`src/rtl/boot_seq_pkg.sv`:
```
// Shared definitions for the boot sequencer: state codes and status-word layout.
// Assumes a 16-bit status word whose field positions are fixed here.
package boot_seq_pkg;

    typedef enum logic [2:0] {
        ST_RESET_HOLD  = 3'd0,
        ST_BUS_REQ     = 3'd1,
        ST_READ_SP     = 3'd2,
        ST_READ_PC     = 3'd3,
        ST_FETCH_FIRST = 3'd4,
        ST_RUN         = 3'd5,
        ST_EXC_PROC    = 3'd6,
        ST_HALTED      = 3'd7
    } seq_state_e;

    localparam int SR_W       = 16;
    localparam int SR_T_BIT   = 15;
    localparam int SR_S_BIT   = 13;
    localparam int SR_M_BIT   = 12;
    localparam int SR_IPL_LSB = 8;
    localparam int IPL_W      = 3;

    // Builds the status word forced by reset.
    function automatic logic [SR_W-1:0] sr_reset_value();
        logic [SR_W-1:0] v;
        v = '0;
        v[SR_S_BIT] = 1'b1;
        v[SR_T_BIT] = 1'b0;
        v[SR_M_BIT] = 1'b0;
        v[SR_IPL_LSB +: IPL_W] = {IPL_W{1'b1}};
        return v;
    endfunction

endpackage

```
`src/rtl/boot_seq_fsm.sv`:
```
// Boot and fault state machine. Walks the vector fetch, the first fetch,
// run and exception phases, and latches the halted state on a double fault.
// Assumes beat_ok/beat_err are one-cycle flags for an accepted read.
module boot_seq_fsm
    import boot_seq_pkg::*;
(
    input  logic       clk,
    input  logic       rst_n,
    input  logic       bus_grant,
    input  logic       beat_ok,
    input  logic       beat_err,
    input  logic       cpu_fault,
    input  logic       ifetch_done,
    input  logic       exc_req,
    input  logic       exc_done,
    output seq_state_e state,
    output logic       run_start
);

    seq_state_e state_nx;

    // Next-state choice; faults outrank completions in every state.
    always_comb begin
        state_nx = state;
        unique case (state)
            ST_RESET_HOLD:  state_nx = ST_BUS_REQ;
            ST_BUS_REQ:     if (bus_grant) state_nx = ST_READ_SP;
            ST_READ_SP: begin
                if (beat_err)     state_nx = ST_HALTED;
                else if (beat_ok) state_nx = ST_READ_PC;
            end
            ST_READ_PC: begin
                if (beat_err)     state_nx = ST_HALTED;
                else if (beat_ok) state_nx = ST_FETCH_FIRST;
            end
            ST_FETCH_FIRST: begin
                if (cpu_fault)        state_nx = ST_HALTED;
                else if (ifetch_done) state_nx = ST_RUN;
            end
            ST_RUN:         if (exc_req || cpu_fault) state_nx = ST_EXC_PROC;
            ST_EXC_PROC: begin
                if (cpu_fault)     state_nx = ST_HALTED;
                else if (exc_done) state_nx = ST_RUN;
            end
            ST_HALTED:      state_nx = ST_HALTED;
        endcase
    end

    // State register and run-entry pulse; reset overrides everything.
    always_ff @(posedge clk) begin
        if (!rst_n) begin
            state     <= ST_RESET_HOLD;
            run_start <= 1'b0;
        end else begin
            state     <= state_nx;
            run_start <= (state_nx == ST_RUN) && (state != ST_RUN);
        end
    end

    AST_HALT_STICKY: assert property (@(posedge clk) disable iff (!rst_n)
        state == ST_HALTED |=> state == ST_HALTED);
    AST_RD_ERR_HALT: assert property (@(posedge clk) disable iff (!rst_n)
        beat_err |=> state == ST_HALTED);
    AST_FETCH_FAULT: assert property (@(posedge clk) disable iff (!rst_n)
        (state == ST_FETCH_FIRST && cpu_fault) |=> state == ST_HALTED);
    AST_FAULT_ON_FAULT: assert property (@(posedge clk) disable iff (!rst_n)
        (state == ST_EXC_PROC && cpu_fault) |=> state == ST_HALTED);
    AST_RUN_PULSE: assert property (@(posedge clk) disable iff (!rst_n)
        run_start |=> !run_start);
    AST_RUN_PULSE_IN_RUN: assert property (@(posedge clk) disable iff (!rst_n)
        run_start |-> state == ST_RUN);

endmodule

```
`src/rtl/boot_seq_vec_read.sv`:
```
// Vector read engine. Issues the stack-pointer and program-counter reads in
// READ_SP/READ_PC, reports accepted beats and holds the two loaded vectors.
// Assumes rd_data/rd_err are valid in the cycle rd_ready is high.
module boot_seq_vec_read
    import boot_seq_pkg::*;
#(
    parameter int ADDR_W     = 32,
    parameter int DATA_W     = 32,
    parameter int VEC_BASE   = 0,
    parameter int VEC_STRIDE = 4
) (
    input  logic              clk,
    input  logic              rst_n,
    input  seq_state_e        state,
    input  logic              rd_ready,
    input  logic [DATA_W-1:0] rd_data,
    input  logic              rd_err,
    output logic              rd_valid,
    output logic [ADDR_W-1:0] rd_addr,
    output logic              beat_ok,
    output logic              beat_err,
    output logic [DATA_W-1:0] sp_q,
    output logic [DATA_W-1:0] pc_q
);

    localparam int NUM_VEC = 2;
    localparam logic [ADDR_W-1:0] SP_ADDR = ADDR_W'(VEC_BASE);
    localparam logic [ADDR_W-1:0] PC_ADDR = ADDR_W'(VEC_BASE + VEC_STRIDE);

    logic [NUM_VEC-1:0]             slot_sel;
    logic [NUM_VEC-1:0][DATA_W-1:0] vec_q;

    // Decode which vector slot the current state is reading.
    always_comb begin
        slot_sel[0] = (state == ST_READ_SP);
        slot_sel[1] = (state == ST_READ_PC);
    end

    // Request, address and beat classification.
    always_comb begin
        rd_valid = |slot_sel;
        rd_addr  = slot_sel[1] ? PC_ADDR : SP_ADDR;
        beat_ok  = rd_valid && rd_ready && !rd_err;
        beat_err = rd_valid && rd_ready && rd_err;
    end

    // Vector holding registers, cleared by reset, loaded on a clean beat.
    always_ff @(posedge clk) begin
        if (!rst_n) begin
            vec_q <= '0;
        end else begin
            for (int i = 0; i < NUM_VEC; i++) begin
                if (beat_ok && slot_sel[i]) vec_q[i] <= rd_data;
            end
        end
    end

    assign sp_q = vec_q[0];
    assign pc_q = vec_q[1];

    AST_ADDR_STABLE: assert property (@(posedge clk) disable iff (!rst_n)
        (rd_valid && !rd_ready) |=> rd_valid && $stable(rd_addr));
    AST_ONEHOT_SLOT: assert property (@(posedge clk) disable iff (!rst_n)
        $onehot0(slot_sel));

endmodule

```
`src/rtl/boot_seq_arch_regs.sv`:
```
// Architectural registers touched by reset: status word, vector base,
// memory enables and the D0/D1 configuration capture.
// Assumes the configuration inputs are stable around reset release.
module boot_seq_arch_regs
    import boot_seq_pkg::*;
#(
    parameter int ADDR_W  = 32,
    parameter int DATA_W  = 32,
    parameter int NUM_MEM = 2
) (
    input  logic               clk,
    input  logic               rst_n,
    input  seq_state_e         state,
    input  logic [DATA_W-1:0]  cfg_word0,
    input  logic [DATA_W-1:0]  cfg_word1,
    input  logic               mem_wr_en,
    input  logic [NUM_MEM-1:0] mem_wr_data,
    output logic [SR_W-1:0]    sr_q,
    output logic [ADDR_W-1:0]  vbr_q,
    output logic [NUM_MEM-1:0] mem_en_q,
    output logic [DATA_W-1:0]  d0_q,
    output logic [DATA_W-1:0]  d1_q
);

    localparam logic [SR_W-1:0] SR_RST = sr_reset_value();

    logic cfg_capture;
    logic mem_wr_ok;

    assign cfg_capture = (state == ST_RESET_HOLD);
    assign mem_wr_ok   = mem_wr_en && (state == ST_RUN);

    // Status word and vector base: forced by reset, otherwise held.
    always_ff @(posedge clk) begin
        if (!rst_n) begin
            sr_q  <= SR_RST;
            vbr_q <= '0;
        end
    end

    // Memory enables: cleared by reset, writable only while running.
    always_ff @(posedge clk) begin
        if (!rst_n)         mem_en_q <= '0;
        else if (mem_wr_ok) mem_en_q <= mem_wr_data;
    end

    // Configuration capture on the first edge after reset release.
    always_ff @(posedge clk) begin
        if (!rst_n) begin
            d0_q <= '0;
            d1_q <= '0;
        end else if (cfg_capture) begin
            d0_q <= cfg_word0;
            d1_q <= cfg_word1;
        end
    end

    AST_CFG_FROZEN: assert property (@(posedge clk) disable iff (!rst_n)
        (state != ST_RESET_HOLD) |=> $stable(d0_q) && $stable(d1_q));
    AST_MEMEN_GATED: assert property (@(posedge clk) disable iff (!rst_n)
        !(mem_wr_en && state == ST_RUN) |=> $stable(mem_en_q));

endmodule

```
`src/rtl/boot_seq.sv`:
```
// Top of the reset-vector boot sequencer. Wires the state machine, the vector
// read engine and the reset-affected registers, and decodes the status pins.
// Assumes one requester on the read port and a synchronous active-low reset.
module boot_seq
    import boot_seq_pkg::*;
#(
    parameter int ADDR_W  = 32,
    parameter int DATA_W  = 32,
    parameter int NUM_MEM = 2
) (
    input  logic               clk,
    input  logic               rst_n,
    input  logic               bus_grant,
    output logic               bus_req,
    output logic               rd_valid,
    output logic [ADDR_W-1:0]  rd_addr,
    input  logic               rd_ready,
    input  logic [DATA_W-1:0]  rd_data,
    input  logic               rd_err,
    output logic               ifetch_req,
    output logic [ADDR_W-1:0]  ifetch_addr,
    input  logic               ifetch_done,
    input  logic               cpu_fault,
    input  logic               exc_req,
    input  logic               exc_done,
    input  logic               mem_wr_en,
    input  logic [NUM_MEM-1:0] mem_wr_data,
    output logic [NUM_MEM-1:0] mem_en,
    input  logic [DATA_W-1:0]  cfg_word0,
    input  logic [DATA_W-1:0]  cfg_word1,
    output logic [DATA_W-1:0]  d0_out,
    output logic [DATA_W-1:0]  d1_out,
    output logic [DATA_W-1:0]  sp_out,
    output logic [DATA_W-1:0]  pc_out,
    output logic [ADDR_W-1:0]  vbr_out,
    output logic [15:0]        sr_out,
    output logic               halted,
    output logic               run_start,
    output logic [2:0]         state_dbg
);

    seq_state_e  state;
    logic        beat_ok;
    logic        beat_err;

    boot_seq_fsm u_fsm (
        .clk         (clk),
        .rst_n       (rst_n),
        .bus_grant   (bus_grant),
        .beat_ok     (beat_ok),
        .beat_err    (beat_err),
        .cpu_fault   (cpu_fault),
        .ifetch_done (ifetch_done),
        .exc_req     (exc_req),
        .exc_done    (exc_done),
        .state       (state),
        .run_start   (run_start)
    );

    boot_seq_vec_read #(
        .ADDR_W (ADDR_W),
        .DATA_W (DATA_W)
    ) u_vec (
        .clk      (clk),
        .rst_n    (rst_n),
        .state    (state),
        .rd_ready (rd_ready),
        .rd_data  (rd_data),
        .rd_err   (rd_err),
        .rd_valid (rd_valid),
        .rd_addr  (rd_addr),
        .beat_ok  (beat_ok),
        .beat_err (beat_err),
        .sp_q     (sp_out),
        .pc_q     (pc_out)
    );

    boot_seq_arch_regs #(
        .ADDR_W  (ADDR_W),
        .DATA_W  (DATA_W),
        .NUM_MEM (NUM_MEM)
    ) u_regs (
        .clk         (clk),
        .rst_n       (rst_n),
        .state       (state),
        .cfg_word0   (cfg_word0),
        .cfg_word1   (cfg_word1),
        .mem_wr_en   (mem_wr_en),
        .mem_wr_data (mem_wr_data),
        .sr_q        (sr_out),
        .vbr_q       (vbr_out),
        .mem_en_q    (mem_en),
        .d0_q        (d0_out),
        .d1_q        (d1_out)
    );

    // Status pins decoded from the current state.
    always_comb begin
        bus_req     = (state == ST_BUS_REQ) || (state == ST_READ_SP) ||
                      (state == ST_READ_PC);
        ifetch_req  = (state == ST_FETCH_FIRST);
        ifetch_addr = ADDR_W'(pc_out);
        halted      = (state == ST_HALTED);
        state_dbg   = state;
    end

    AST_NO_READ_UNGRANTED: assert property (@(posedge clk) disable iff (!rst_n)
        (state == ST_BUS_REQ && !bus_grant) |=> !rd_valid);
    AST_FETCH_AT_PC: assert property (@(posedge clk) disable iff (!rst_n)
        ifetch_req |-> ifetch_addr == ADDR_W'(pc_out) && !bus_req);

endmodule

```
`config.mk`:
```
export PLATFORM = sky130hd
export DESIGN_NAME = boot_seq
export DESIGN_NICKNAME = d
export VERILOG_FILES = /design/src/rtl/boot_seq_pkg.sv /design/src/rtl/boot_seq_fsm.sv /design/src/rtl/boot_seq_vec_read.sv /design/src/rtl/boot_seq_arch_regs.sv /design/src/rtl/boot_seq.sv
export SDC_FILE = /design/constraint.sdc
export NUM_CORES = 1
export LEC_CHECK = 0
export ABC_AREA = 1
export CAP_MARGIN = 20
export CORE_AREA = 5 5 134 136
export DETAILED_ROUTE_END_ITERATION = 8
export DIE_AREA = 0 0 139 141
export GPL_TIMING_DRIVEN = 0
export PLACE_DENSITY = 0.76
export SLEW_MARGIN = 20
export SYNTH_ARGS = -nofsm -noshare
export SYNTH_HDL_FRONTEND = slang
export SYNTH_SLANG_ARGS = --single-unit
export TNS_END_PERCENT = 30
```
`constraint.sdc`:
```
create_clock -name clk -period 1.74 [get_ports clk]
set_input_delay 0.174 -clock clk [delete_from_list [all_inputs] [get_ports clk]]
set_output_delay 0.174 -clock clk [all_outputs]
set_load 0.02 [all_outputs]
```
# Word-level counts from Yosys, hierarchy flattened
# Cells that the tools add are included.
word_totals:
  register_bits: 134
  input_bits: 108
  out_inout_bits: 250
  elab_cells: 41
op_classes:
  n_eq_ne: 9
  mux: 12
  reduce_logical: 13
op_table:
  columns: ["cell", "count"]
  rows:
  - ["3-bit two-way mux", 11]
  - ["3-bit one-hot mux with 8 select lines", 1]
  - ["3-bit == test (second input constant)", 5]
  - ["1-bit logical AND", 7]
  - ["3-bit by 2-bit == test with 1-bit output (second input constant)", 2]
  - ["3-bit by 1-bit == test with 1-bit output (second input constant)", 1]
  - ["3-bit logical NOT", 1]
  - ["1-bit logical OR", 3]
  - ["3-bit inequality test (second input constant)", 1]
  - ["2-bit OR reduction", 1]
  - ["1-bit logical NOT", 1]

# Longest topological paths before layout
# Gate-level depths: netlist of run 1.
depth:
  ltp_word: 9
  ltp_mapped: 11
  ltp_nobuf: 9

# Cells and area by module
# A second synthesis of run 1 with hierarchy kept.
hier_totals:
  hier_cells: 1065
  area_unflattened_um2: 7034.2
modules_own_cells:
  columns: ["module", "instances", "cells_per_inst", "area_each_um2", "seq_area_each_um2"]
  rows:
  - ["boot_seq_vec_read", 1, 550, 3328.2, 1281.2]
  - ["boot_seq_arch_regs", 1, 417, 3114.2, 1321.3]
  - ["boot_seq_fsm", 1, 57, 317.8, 80.1]
  - ["boot_seq", 1, 41, 274.0, 0.0]

# Worst setup path after synthesis of run 1
# Ideal clock, no wire load.
synth_timing:
  path_type: "reg2reg"
  start: "register u_fsm.state[1]"
  end: "register u_fsm.run_start"
  setup_time_ns: 0.064
  arrival_time_ns: 1.531
  required_time_ns: 1.676
  path_slack_ns: 0.145
  stages_incl_launch_ff: 8
  n_path_buf: 1
  synth_period_minus_slack_ns: 1.595
  cell_sequence: "dfxtp_1 buf_4 nand2_1 a21oi_1 nand3_1 nand3_1 nand2_1 nor2_1"
synth_via:
  elab_chain_cells: 9
  elab_cells_between_ends: 26
  classes_between: "eq/ne: 9; mux: 11; reduce/logical: 6"
synth_rtl:
  columns: ["item", "line", "text"]
  rows:
  - ["start: declaration", "boot_seq_fsm.sv:16", "output seq_state_e state,"]
  - ["start signal: assignment", "boot_seq_fsm.sv:55", "state <= state_nx;"]
  - ["3-bit by 2-bit == test with 1-bit output (on tied branches)", "boot_seq_vec_read.sv:35, boot_seq_vec_read.sv:36", null]
  - ["2-bit OR reduction (*)", "boot_seq_vec_read.sv:41", "rd_valid = |slot_sel;"]
  - ["via rd_valid", "boot_seq.sv:15", "output logic rd_valid,"]
  - ["1-bit logical AND (*)", "boot_seq_vec_read.sv:43, boot_seq_vec_read.sv:44", null]
  - ["1-bit logical AND", "boot_seq_vec_read.sv:43", "beat_ok = rd_valid && rd_ready && !rd_err;"]
  - ["3-bit two-way mux (on tied branches)", "boot_seq_fsm.sv:34, boot_seq_fsm.sv:30", null]
  - ["3-bit two-way mux (on tied branches)", "boot_seq_fsm.sv:33, boot_seq_fsm.sv:29", null]
  - ["3-bit one-hot mux with 8 select lines (*)", "boot_seq_fsm.sv:25", "unique case (state)"]
  - ["3-bit == test (*)", "boot_seq_fsm.sv:56", "run_start <= (state_nx == ST_RUN) && (state != ST_RUN);"]
  - ["1-bit logical AND (*)", "boot_seq_fsm.sv:56", null]
  - ["end signal: assignment", "boot_seq_fsm.sv:56", null]
  - ["end: declaration", "boot_seq_fsm.sv:17", "output logic run_start"]
# The timed path passes the listed nets; every way through them passes the cells marked *.
# A chain may end at the register's enable or synchronous reset.

# Final worst setup path of run 1
layout_timing:
  start: "register u_vec.vec_q (netlist bit u_vec.pc_q[3])"
  end: "output port pc_out[3]"
layout_lines:
  columns: ["item", "line", "text"]
  rows:
  - ["start: declaration", "boot_seq_vec_read.sv:31", "logic [NUM_VEC-1:0][DATA_W-1:0] vec_q;"]
  - ["start signal: indexed assignment", "boot_seq_vec_read.sv:53", "if (beat_ok && slot_sel[i]) vec_q[i] <= rd_data;"]
  - ["end: declaration", "boot_seq.sv:34", "output logic [DATA_W-1:0] pc_out,"]
# No word-level cell between the ends.

==> flow_summary.yaml, run 1 <==
worst_hold_path:
  hp-start: "rst_n"
  hp-class: "primary input to flip-flop"
  hold_depth: 3
floorplan:
  die_width_um: 139
  num_rows: 48
  die_y_um: 141
  start_util: 0.3387
  coreArea_mm2: 0.01682
  num_io_pins: 358
  dieArea_mm2: 0.01960
power:
  power.leakage_nw: 4.277
  ir_worst_vdd_v: 0.0006773
  power_density_mw_per_mm2: 1325
cells_and_area:
  drive_gt1_frac: 0.1781
  postLayoutCellArea_mm2: 0.009727
  nets: 1230
  syn2layout_area_growth_pct: 70.78
  final_util: 0.5784
  antenna_cells: 0
  final_cells: 1359
logic_synthesis:
  yosysWarnings: 0
  synth.most_common_cell: "nor2_1"
  synth_area_mm2: 0.005695
  synth_top_area_share: 0.4710
  async_flop_share: 0
  synth_common_cells: "nor2_1, dfxtp_1, buf_4"
  ys_dominant_reg_cell: "dfxtp_1"
  yosysTopAreaCell: "dfxtp_1"
  synth_area_leaders: "dfxtp_1, buf_4, nor2_1"
  synth_seq_cells: 134
  synth_area_per_cell_um2: 7.676
  synth.distinct_cells: 26
  postSynthCellCount: 742
  synth_edf_count: 0
  ys_seq_area_frac: 0.4710
critical_path:
  crit_arrival_ns: 1.52
  crit_path_end_kind: "output pin"
  worst_setup_path_start_kind: "flip-flop"
  crit-reg2reg-launch: "u_fsm.state[0]"
  reg2reg_depth: 8
  crit_path_max_fanout: 3
  cp.required_ns: 1.57
  critPathLaunch: "u_vec.pc_q[3]"
  worstSetupPathType: "flip-flop to output pin"
drt:
  drt_wl_total_mm: 20.09
  dr.pass1.iters: 4
  vias: 5937
  drc_errors: 0
  antenna_left: 0
  wl_per_cell_um: 14.78
  dr.first_iter.drc_count: 199
  drt-vias-per-instance: 4.369
global_route:
  grt_pass1_wl_mm: 30.44
  grt_pass1_vias: 5584
  antenna_found_initial: 1
  grt_use_total: 0.1943
  grt_overflow: 0
  grt_max_degree: 17
timing:
  hold_viol: 0
  final.setup.tns_ns: 0
  fmax_mhz: 589.4
  setup_viol: 0
  whs_ns: 0.3044
  relSlewSlack: 0.6450
  finClkSkew_ns: 0.01879
  timing.final.crit_share: 0.9751
  tightest_slew_ns: 0.5325
  period_minus_slack_ns: 1.697
  report.final.slew_viol_count: 0
clock_tree:
  clk_latency_ns: 0.42
  cts.clk_slew.worst_paths_ns: 0.06
  clk_path_buf_depth: 2
  cts_tree: "yes"
  clock-sinks: 134
  cts_buffers: 17
  root_buffer: "clkbuf_16"
  cts.htree.levels: 4
run_status:
  status: "finished, final reports clean"
placement:
  place_hpwl_mm: 15.83
  post-place-cells: 1321
  port_buffers: 277
  placed_area_mm2: 0.009039
  gp_congestion: 0.8818
flow_run:
  maxCapViolations: 0
registers in the layout, summed over array words and instances, names as in the netlist:
name / count
u_regs.d1_q: 32
u_fsm.state: 3
u_vec.sp_q: 32
u_fsm.run_start: 1
u_regs.d0_q: 32
u_vec.pc_q: 32
u_regs.mem_en_q: 2
critical path: stages, from the launching register on:
cell and delay [ns]:
dfxtp_1 0.39, buf_4 0.13, clkdlybuf4s50_1 0.59
where the power goes:
group          internal, mW  leakage [nW]  total, mW  switching, mW
clock                  2.58         0.309       3.95           1.37
sequential             3.72          1.10       4.07          0.344
combinational          2.10          2.87       4.87           2.78
cell families after synthesis:
group,after synthesis,share of synthesized area
compound gates,136,0.1204
buf+inv,168,0.1924
flops,134,0.4710
other cells,2,0.001319
simple gates,302,0.2149
metrics by stage:
step	setup WS, ns	total power, mW
floorplan	0.1449	6.805
global placement	-0.2154	8.911
detailed placement	-0.2612	8.995
CTS	-0.1665	12.96
global route	-0.01480	13.60
finish	0.04328	12.89
area by class of cell:
class	instances	area (um^2)
Tap cell	225	281.5
Fill cell	1542	7089
Sequential cell	134	2684
Clock inverter	12	201.4
Buffer	155	1057
Clock buffer	19	442.9
Multi-Input combinational cell	517	2217
Timing Repair Buffer	284	2794
Inverter	13	48.80
layout by cell type (no fill, tap or decap), types with 3 or more instances in the layout:
cell	instances
a21oi_1	36
conb_1	79
nor2_1	203
buf_6	3
bufinv_16	5
buf_4	126
buf_2	22
dfxtp_1	133
o21ai_0	86
inv_2	6
clkbuf_1	14
clkbuf_16	17
inv_1	7
nand3_1	41
clkbuf_2	7
nand2_1	49
clkdlybuf4s50_1	265
o21ai_1	10
metal layers:
layer  share of wire  global-route usage  up-vias
met1            0.41              0.2289     2676
met2            0.49              0.3337      271
met4           0.024             0.07003        2
met5         0.00035                   0        -
met3           0.078             0.06174       34
li1                -                   -     2954
repair_timing:
| item | in CTS | in global routing |
|---|---|---|
| hold endpoints to repair | 0 | 0 |
| buffers inserted | 0 | 7 |
| hold buffers | 0 | 0 |
| resized for setup | 17 | 14 |
| endpoints found under the setup margin | 6 | 41 |
| pin swaps | 0 | 2 |
path summary, 6_finish.rpt:
path                                      endpoint  slack [ns]
worst max register to register       u_vec.sp_q[1]        0.10
worst max-delay path                     pc_out[3]        0.04
worst min register to register  u_regs.mem_en_q[0]        0.46
worst min-delay path                 u_vec.pc_q[2]        0.30
Note: power is estimated with default switching activity, not from simulation.
==> run 2: changes to the inputs <==
CORE_AREA = not set   (was 5 5 134 136)
CORE_ASPECT_RATIO = 0.6   (was not set)
CORE_MARGIN = 5   (was not set)
CORE_UTILIZATION = 37   (was not set)
DIE_AREA = not set   (was 0 0 139 141)
PLACE_DENSITY = 0.81   (was 0.76)
SLEW_MARGIN = not set   (was 20)
==> flow_summary.yaml, run 2 (synthesis results as in run 1) <==
critical_path:
  critPathSlowestCell: "dfxtp_1"
  crit-reg2reg-launch: "u_fsm.state[1]"
  crit_arrival_ns: 1.52
  reg2reg_depth: 7
  crit_path_end_kind: "output pin"
  cp.required_ns: 1.57
  r2r_end: "u_vec.pc_q[22]"
  crit_path_max_fanout: 8
  cpPeakStageDelay_ns: 0.34
  r2r_slack_ns: 0.11
  cp_cell_sequence: "buf_6, nand2_2, nor2_4, buf_6, buf_4"
  worstSetupPathType: "flip-flop to output pin"
  path_common_cell: "buf_6"
  worst_setup_path_start_kind: "flip-flop"
power:
  power_density_mw_per_mm2: 1303
  power.leakage_nw: 4.233
  ir_worst_vdd_v: 0.0007864
placement:
  port_buffers: 277
  place_hpwl_mm: 15.87
  placed_area_mm2: 0.009011
  gp_congestion: 0.8393
  post-place-cells: 1299
timing:
  tightest_slew_ns: 0.6331
  hold_viol: 0
  rsz0062_at_grt: "yes"
  timing.final.crit_share: 0.9741
  relSlewSlack: 0.5779
  setup_viol: 0
  report.final.slew_viol_count: 0
  period_minus_slack_ns: 1.695
  fmax_mhz: 590.0
  finClkSkew_ns: 0.01375
  final.setup.tns_ns: 0
  whs_ns: 0.2580
global_route:
  grt_overflow: 0
  grt_use_total: 0.2103
  grt_pass1_wl_mm: 30.18
  grt_pass1_vias: 5612
  antenna_found_initial: 0
  grt_max_degree: 17
worst_hold_path:
  hp-class: "primary input to flip-flop"
  hold_end: "u_vec.pc_q[2]"
  hold_depth: 3
  hp-start: "rst_n"
cells_and_area:
  final_common_cell: "clkdlybuf4s50_1"
  n_fill_cell: 1354
  antenna_cells: 0
  nets: 1229
  syn2layout_area_growth_pct: 69.22
  final_cells: 1337
  postLayoutCellArea_mm2: 0.009638
  layout_common_cells: "clkdlybuf4s50_1, nor2_1, dfxtp_1, buf_4, o21ai_0"
  drive_gt1_frac: 0.1772
drt:
  drt_wl_total_mm: 19.98
  antenna_left: 0
  dr.pass1.iters: 5
  vias: 5902
  drc_errors: 0
  dr.first_iter.drc_count: 331
  wl_per_cell_um: 14.95
  drt-vias-per-instance: 4.414
floorplan:
  coreArea_mm2: 0.01524
  num_io_pins: 358
  die_y_um: 106.1
  die_width_um: 170.2
  num_rows: 35
  start_util: 0.3737
  dieArea_mm2: 0.01806
clock_tree:
  cts_hold_buf: 0
  clock-sinks: 134
  cts.htree.levels: 4
  clk_path_buf_depth: 2
  cts.clk_slew.worst_paths_ns: 0.06
  cts_buffers: 17
  clk_latency_ns: 0.40
  cts_tree: "yes"
  root_buffer: "clkbuf_16"
flow_run:
  maxCapViolations: 0
run_status:
  status: "finished, final reports clean"
run 2: cell type report:
class,instances,area (um^2),share of cell area
clock inverter,13,147.6,0.01532
tap,203,254.0,0.02635
multi-input combinational,517,2222,0.2306
clock buffer,19,432.9,0.04492
timing repair buffer,283,2786,0.2891
sequential,134,2684,0.2785
buffer,155,1060,0.1100
inverter,13,51.30,0.005323
run 2: where the power goes:
part	leakage [nW]	switching [mW]	total (mW)	internal [mW]
clock	0.271	1.41	3.54	2.13
combinational	2.86	2.86	4.95	2.09
sequential	1.10	0.343	4.07	3.72
total	4.23	4.61	12.6	7.95
run 2: critical path, delay by kind of cell (launching register included):
kind / cells / cell delay, ns
buffers and inverters: 3 / 0.47
DFF: 1 / 0.34
and+or+nand+nor: 2 / 0.31
run 2: per-stage QoR:
| step | setup WS (ns) | util | power, mW |
|---|---|---|---|
| 2_1_floorplan | 0.1449 | - | 6.805 |
| 3_3_place_gp | -0.2602 | 0.5913 | 8.932 |
| 3_5_place_dp | -0.2584 | 0.5913 | 9.025 |
| 4_1_cts | -0.1844 | 0.6300 | 12.59 |
| 5_1_grt | -0.02774 | 0.6324 | 13.27 |
| 6_report | 0.04500 | 0.6324 | 12.56 |
run 2: how the worst max path moves through the flow:
stage / to / cells past startpoint / slack [ns] / start
final: rd_addr[2] / 5 / 0.04 / u_fsm.state[1]
after global routing: rd_addr[2] / 5 / -0.03 / u_fsm.state[1]
after CTS: rd_addr[2] / 5 / -0.18 / u_fsm.state[1]
after detailed placement: u_vec.pc_q[29] / 7 / -0.26 / rd_ready
after global placement: u_vec.pc_q[25] / 7 / -0.26 / rd_ready
after floorplan: u_fsm.run_start / 7 / 0.14 / u_fsm.state[1]
run 2: routing by layer:
metal | vias up | routed length [um] | track usage | share of wire
met2 | 240 | 9068 | 0.3269 | 0.45
li1 | 2952 | - | - | -
met5 | - | 0 | 0 | 0
met3 | 20 | 1943 | 0.07023 | 0.097
met1 | 2690 | 8708 | 0.2805 | 0.44
met4 | 0 | 261 | 0.05584 | 0.013
run 2: what timing repair did:
item,CTS,global route
pin swaps,0,2
gates resized for setup,16,20
endpoints found under the setup margin,18,29
endpoints found under the hold margin,0,0
setup buffers,0,6
